### src/rtl/drs_pkg.sv
package drs_pkg;

  typedef enum logic [1:0] {
    PH_PAUSE = 2'd0,
    PH_BURST = 2'd1,
    PH_RUN   = 2'd2
  } phase_e;

endpackage

### src/rtl/drs_cycle_timer.sv
// Free-running cycle counter that flags the last cycle of a LIMIT-long window.
module drs_cycle_timer #(
  parameter int unsigned LIMIT = 16
) (
  input  logic clk_i,
  input  logic rst_ni,
  input  logic en_i,
  input  logic clear_i,
  output logic done_o
);

  generate
    if (LIMIT <= 1) begin : g_trivial
      assign done_o = en_i & ~clear_i;
    end else begin : g_count
      localparam int unsigned CW = $clog2(LIMIT);
      localparam logic [CW-1:0] LAST = CW'(LIMIT - 1);

      logic [CW-1:0] cnt_q;
      logic          at_last;

      assign at_last = (cnt_q == LAST);
      assign done_o  = en_i & ~clear_i & at_last;

      always_ff @(posedge clk_i or negedge rst_ni) begin
        if (!rst_ni) begin
          cnt_q <= '0;
        end else if (clear_i) begin
          cnt_q <= '0;
        end else if (en_i) begin
          cnt_q <= at_last ? '0 : cnt_q + 1'b1;
        end
      end
    end
  endgenerate

endmodule

### src/rtl/drs_backlog.sv
// Owed-refresh counter, saturating at MAX_BACKLOG.
module drs_backlog #(
  parameter int unsigned MAX_BACKLOG = 8,
  localparam int unsigned CW = $clog2(MAX_BACKLOG + 1)
) (
  input  logic          clk_i,
  input  logic          rst_ni,
  input  logic          clear_i,
  input  logic          add_i,
  input  logic          take_i,
  output logic [CW-1:0] count_o
);

  localparam logic [CW-1:0] CAP = CW'(MAX_BACKLOG);

  logic [CW-1:0] cnt_q, cnt_d;
  logic          full, empty;

  assign full  = (cnt_q == CAP);
  assign empty = (cnt_q == '0);

  always_comb begin
    cnt_d = cnt_q;
    unique case ({add_i, take_i})
      2'b10:   if (!full)  cnt_d = cnt_q + 1'b1;
      2'b01:   if (!empty) cnt_d = cnt_q - 1'b1;
      default: cnt_d = cnt_q;
    endcase
    if (clear_i) cnt_d = '0;
  end

  always_ff @(posedge clk_i or negedge rst_ni) begin
    if (!rst_ni) cnt_q <= '0;
    else         cnt_q <= cnt_d;
  end

  assign count_o = cnt_q;

endmodule

### src/rtl/drs_phase_fsm.sv
// Pause -> wake-up burst -> run; watchdog expiry sends run back to burst.
module drs_phase_fsm
  import drs_pkg::*;
#(
  parameter int unsigned INIT_CYCLES = 8,
  localparam int unsigned BW = $clog2(INIT_CYCLES + 1)
) (
  input  logic   clk_i,
  input  logic   rst_ni,
  input  logic   pause_done_i,
  input  logic   ack_i,
  input  logic   wdog_done_i,
  output phase_e phase_o
);

  localparam logic [BW-1:0] BURST_LEN = BW'(INIT_CYCLES);

  phase_e        phase_q, phase_d;
  logic [BW-1:0] left_q, left_d;

  always_comb begin
    phase_d = phase_q;
    left_d  = left_q;
    unique case (phase_q)
      PH_PAUSE: begin
        if (pause_done_i) begin
          phase_d = PH_BURST;
          left_d  = BURST_LEN;
        end
      end
      PH_BURST: begin
        if (ack_i) begin
          if (left_q <= BW'(1)) begin
            phase_d = PH_RUN;
            left_d  = '0;
          end else begin
            left_d = left_q - 1'b1;
          end
        end
      end
      PH_RUN: begin
        if (wdog_done_i) begin
          phase_d = PH_BURST;
          left_d  = BURST_LEN;
        end
      end
      default: begin
        phase_d = PH_PAUSE;
        left_d  = '0;
      end
    endcase
  end

  always_ff @(posedge clk_i or negedge rst_ni) begin
    if (!rst_ni) begin
      phase_q <= PH_PAUSE;
      left_q  <= '0;
    end else begin
      phase_q <= phase_d;
      left_q  <= left_d;
    end
  end

  assign phase_o = phase_q;

endmodule

### src/rtl/dram_refresh_sched.sv
module dram_refresh_sched
  import drs_pkg::*;
#(
  parameter int unsigned CLK_MHZ      = 100,
  parameter int unsigned PAUSE_US     = 500,
  parameter int unsigned RETENTION_US = 32000,
  parameter int unsigned ROWS         = 2048,
  parameter int unsigned INIT_CYCLES  = 8,
  parameter int unsigned MAX_BACKLOG  = 8
) (
  input  logic                               clk_i,
  input  logic                               rst_ni,
  input  logic                               ras_cycle_i,
  input  logic                               ref_ack_i,
  output logic                               ref_req_o,
  output logic                               init_o,
  output logic                               ready_o,
  output logic                               urgent_o,
  output logic [$clog2(MAX_BACKLOG+1)-1:0]   pending_o
);

  localparam int unsigned PAUSE_CLKS   = PAUSE_US * CLK_MHZ;
  localparam int unsigned WDOG_CLKS    = RETENTION_US * CLK_MHZ;
  localparam int unsigned REFRESH_CLKS = WDOG_CLKS / ROWS;
  localparam int unsigned PEND_W       = $clog2(MAX_BACKLOG + 1);

  phase_e              phase;
  logic                in_pause, in_burst, in_run;
  logic                pause_done, tick, wdog_done;
  logic                ack_ok, activity;
  logic [PEND_W-1:0]   pending;

  assign in_pause = (phase == PH_PAUSE);
  assign in_burst = (phase == PH_BURST);
  assign in_run   = (phase == PH_RUN);

  // handshake only counts while a request is visible
  assign ack_ok   = ref_ack_i & ref_req_o;
  assign activity = ras_cycle_i | ack_ok;

  drs_cycle_timer #(.LIMIT(PAUSE_CLKS)) u_pause (
    .clk_i   (clk_i),
    .rst_ni  (rst_ni),
    .en_i    (in_pause),
    .clear_i (~in_pause),
    .done_o  (pause_done)
  );

  drs_cycle_timer #(.LIMIT(REFRESH_CLKS)) u_interval (
    .clk_i   (clk_i),
    .rst_ni  (rst_ni),
    .en_i    (in_run),
    .clear_i (~in_run),
    .done_o  (tick)
  );

  drs_cycle_timer #(.LIMIT(WDOG_CLKS)) u_wdog (
    .clk_i   (clk_i),
    .rst_ni  (rst_ni),
    .en_i    (in_run),
    .clear_i (~in_run | activity),
    .done_o  (wdog_done)
  );

  drs_phase_fsm #(.INIT_CYCLES(INIT_CYCLES)) u_fsm (
    .clk_i        (clk_i),
    .rst_ni       (rst_ni),
    .pause_done_i (pause_done),
    .ack_i        (ack_ok & in_burst),
    .wdog_done_i  (wdog_done),
    .phase_o      (phase)
  );

  drs_backlog #(.MAX_BACKLOG(MAX_BACKLOG)) u_backlog (
    .clk_i   (clk_i),
    .rst_ni  (rst_ni),
    .clear_i (~in_run | wdog_done),
    .add_i   (tick),
    .take_i  (ack_ok & in_run),
    .count_o (pending)
  );

  assign ref_req_o = in_burst | (in_run & (pending != '0));
  assign init_o    = in_burst;
  assign ready_o   = in_run;
  assign urgent_o  = in_run & (pending > PEND_W'(1));
  assign pending_o = pending;

endmodule

### config.mk
export PLATFORM = sky130hd
export DESIGN_NAME = dram_refresh_sched
export DESIGN_NICKNAME = d
export VERILOG_FILES = /design/src/rtl/drs_pkg.sv /design/src/rtl/drs_cycle_timer.sv /design/src/rtl/drs_backlog.sv /design/src/rtl/drs_phase_fsm.sv /design/src/rtl/dram_refresh_sched.sv
export SDC_FILE = /design/constraint.sdc
export NUM_CORES = 1
export LEC_CHECK = 0
export BUFFER_PORTS_ARGS = -buffer_cell sky130_fd_sc_hd__buf_2
export CORE_MARGIN = 3
export CORE_UTILIZATION = 39
export CTS_CLUSTER_SIZE = 40
export DETAILED_ROUTE_END_ITERATION = 8
export PLACE_DENSITY = 0.63
export SLEW_MARGIN = 20
export SYNTH_ARGS = -nofsm -noshare
export SYNTH_HDL_FRONTEND = slang
export SYNTH_SLANG_ARGS = --single-unit
### constraint.sdc
create_clock -name clk_i -period 3.7 [get_ports clk_i]
set_input_delay 0.185 -clock clk_i [delete_from_list [all_inputs] [get_ports clk_i]]
set_output_delay 0.185 -clock clk_i [all_outputs]
set_load 0.05 [all_outputs]
==> reports/metrics.csv <==
stage,metric,value,unit
power_and_ir_drop,clock power share,45.9,%
floorplan,initial core utilization,41.1,%
synthesis,Yosys warnings,0,
placed_design,Final GP Congestion,0.816,
synthesis,syn avg cell area,9.93,um^2
power_and_ir_drop,sequential power share,52.8,%
floorplan,core area,7410,um^2
clock_network,TritonCTS Buffers,9,
clock_network,clock latency on the worst-skew pair,0.33,ns
setup_path,R2R depth,10,
setup_path,CP Capture Type,flip-flop,
synthesis,number of synthesized register bits,59,
timing,final setup fails,0,
power_and_ir_drop,Gate power share,1.3,%
routing,detailed-route wire length,5.52,mm
clock_network,Root Buffer,clkbuf_8,
power_and_ir_drop,IR Drop Worst-Case VDD,0.131,mV
power_and_ir_drop,sw frac,20.0,%
placed_design,Place WS,0.990,ns
clock_network,"Clk pin slew, worst setup/hold paths",0.07,ns
setup_path,worst r2r src,u_backlog.count_o[0],
power_and_ir_drop,power density over cell area,356,nW/um^2
timing,Min Hold Slack,0.198,ns
final_layout,P&R area growth vs syn,12.7,%
synthesis,"Top FF cell, synth",dfrtp_1,
clock_network,clock tree buffer depth,2,
global_routing,first-pass GRT wire length,9.88,mm
setup_path,required time worst endpoint,3.95,ns
global_routing,all-layer global routing usage,14.0,%
timing,relative slew slack,47.9,%
setup_path,startpoint types,flip-flop,
timing,Final Hold Viols,0,
final_layout,Final Util,46.4,%
timing,minimum clock period,2.74,ns
placed_design,# port buffers,11,
timing,final period utilization,74.2,%
synthesis,Post-synth EDFFs,0,
floorplan,io pins,12,
setup_path,"Arr. time, crit path",2.99,ns
setup_path,"setup slack, reg-to-reg",0.96,ns
clock_network,Sink Count,59,
clock_network,"Hold-fix buffers, CTS",1,
routing,via-per-instance ratio,5.16,
floorplan,# rows,31,
setup_path,crit path kind,reg -> reg,
routing,vias post-DR,2223,
synthesis,Synth area leader,dfrtp_1,
routing,WL per Instance,12.8,um
hold_path,Hold WC Path Type,in -> reg,
global_routing,pin count of the biggest net entering global routing,35,
routing,Final ANT Viol Nets,0,
synthesis,Mapped Area,3050,um^2
hold_path,WHS Endpoint,u_fsm.left_q[0],
floorplan,die height,94.4,um
global_routing,Overflow after GRT,0,
timing,clock skew,0.00758,ns
synthesis,Synthesized Nets,322,
timing,RSZ-0062 raised after global routing,no,
synthesis,Synth area leaders,"dfrtp_1, xor2_1, nor2_1",
clock_network,CTS tree,done,
floorplan,Die Span X,94.4,um
setup_path,R2R Path End,u_backlog.count_o[2],
outcome,status,"complete, no violations",
timing,total negative slack,0,ns
synthesis,library cells used by synthesis,38,
flow_run,number of max-cap violations,0,
synthesis,register area share after synthesis,48.4,%
synthesis,Post-Syn Instances,307,
timing,actual slew at the worst max-slew pin,0.782,ns
global_routing,initial antenna violation count,0,
final_layout,layout cells sized above 1,10.8,%
timing,f_max,364,MHz
power_and_ir_drop,cell-internal power,0.000978,W
final_layout,Nets,343,
routing,Starting DRT DRC Count,93,
floorplan,die area,8910,um^2
routing,drt first pass iters,4,
synthesis,top-area cell type share of the netlist area,48.4,%
clock_network,Resize count post-CTS,0,
final_layout,Diodes inserted,0,
synthesis,Post-synth ARST share,100,%
routing,residual DRC count,0,
hold_path,origin of the worst min-delay path,ref_ack_i,
clock_network,"Setup Fix Bufs, Post-CTS",0,
setup_path,Critical Path Fanout Max,5,
timing,min setup slack post-route,0.956,ns
power_and_ir_drop,leak pwr,1.54,nW
clock_network,H-tree Lvls,3,
global_routing,vias in the first global route,2229,
timing,Slew Limit Fails,0,
hold_path,Min-Delay Path Depth,3,
placed_design,HPWL after detailed placement,3.80,mm
power_and_ir_drop,Overall Power,0.00122,W
power_and_ir_drop,sw power,0.000245,W
[power by group through the flow]
stage          registers, W      logic, W  clock network [W]
2_1_floorplan      0.000657  0.0000000674                  0
3_3_place_gp       0.000657     0.0000164                  0
3_5_place_dp       0.000657     0.0000166                  0
4_1_cts            0.000645     0.0000174           0.000584
5_1_grt            0.000645     0.0000191           0.000607
6_report           0.000645     0.0000164           0.000561
[through the flow]
step | instance area, um^2 | instances
CTS | 3430 | 431
global placement | 3230 | 415
floorplan | 3050 | 307
global route | 3430 | 431
detailed placement | 3230 | 415
finish | 3430 | 431
[Yosys cell counts, drive strengths merged, types with 2 or more instances]
cell,instances
xnor2,18
dfrtp,59
a31oi,2
o31ai,4
nand2b,2
o21ai,5
or3,2
o31a,2
and3,16
nor4bb,5
nand3,23
and2,3
nand4,10
nand2,13
a21oi,3
nor4b,4
or4,2
ha,11
inv,12
nor2,60
clkbuf,4
mux2,3
xor2,27
nor3,6
[layout make-up]
type	count	area (um^2)
Fill cell	703	3970
Sequential cell	59	1480
Clock buffer	14	193
Timing Repair Buffer	14	80.1
Inverter	12	45.0
Clock inverter	1	5.00
Tap cell	99	124
Multi-Input combinational cell	232	1510
[cells in the final DEF, fill, tap and decap left out, drive strengths merged, types with 2 or more instances in the layout]
cell / n
clkbuf: 14
or3: 2
nand4: 10
nand3: 23
xnor2: 18
o31a: 2
dfrtp: 59
or4: 2
a21oi: 3
o21ai: 5
a31oi: 2
nor4bb: 5
and3: 16
and2: 3
buf: 13
o31ai: 4
nor2: 60
nor3: 6
nor4b: 4
nand2: 13
inv: 12
ha: 11
mux2: 3
nand2b: 2
xor2: 27
[worst max-delay path, stage by stage, from the launching register on]
cell and delay, ns:
dfrtp_1 0.41, inv_1 0.13, ha_1 0.23, or3b_1 0.41, nand3_1 0.13, inv_1 0.06
ha_1 0.26, mux2_2 0.28, a31o_2 0.28, or3_1 0.34, a21oi_1 0.14
[registers in the layout, summed over array words and instances (netlist names)]
signal and flops:
u_interval.g_count.cnt_q 11, u_fsm.left_q 4, u_fsm.phase_o 2, u_backlog.count_o 4, u_pause.g_count.cnt_q 16, u_wdog.g_count.cnt_q 22
[cells by family after synthesis]
group	after synthesis	synth area share [%]
AND/OR/NAND/NOR	150	24.8
flip-flops	59	48.4
XOR/XNOR	45	12.9
AO/OA/AOI/OAI	22	5.67
buffers and inverters	16	1.97
adder cells (fa/ha/maj)	11	4.52
multiplexers	4	1.68
[routing by layer]
layer	track usage, %	up-vias	share of wire, %
li1	-	1097	-
met5	0	-	0
met3	3.11	16	3.3
met1	17.8	1073	48
met2	21.9	37	46
met4	7.94	0	2.1
[worst max-delay path by stage]
| stage | cells past startpoint | start | endpoint |
|---|---|---|---|
| 2_1_floorplan | 10 | u_backlog.count_o[0] | u_backlog.count_o[2] |
| 6_report | 10 | u_backlog.count_o[0] | u_backlog.count_o[2] |
| 3_3_place_gp | 10 | u_backlog.count_o[0] | u_backlog.count_o[2] |
| 5_1_grt | 10 | u_backlog.count_o[0] | u_backlog.count_o[2] |
| 3_5_place_dp | 10 | u_backlog.count_o[0] | u_backlog.count_o[2] |
| 4_1_cts | 10 | u_interval.g_count.cnt_q[1] | u_backlog.count_o[2] |
No activity file was read; power rests on OpenSTA's default activity.
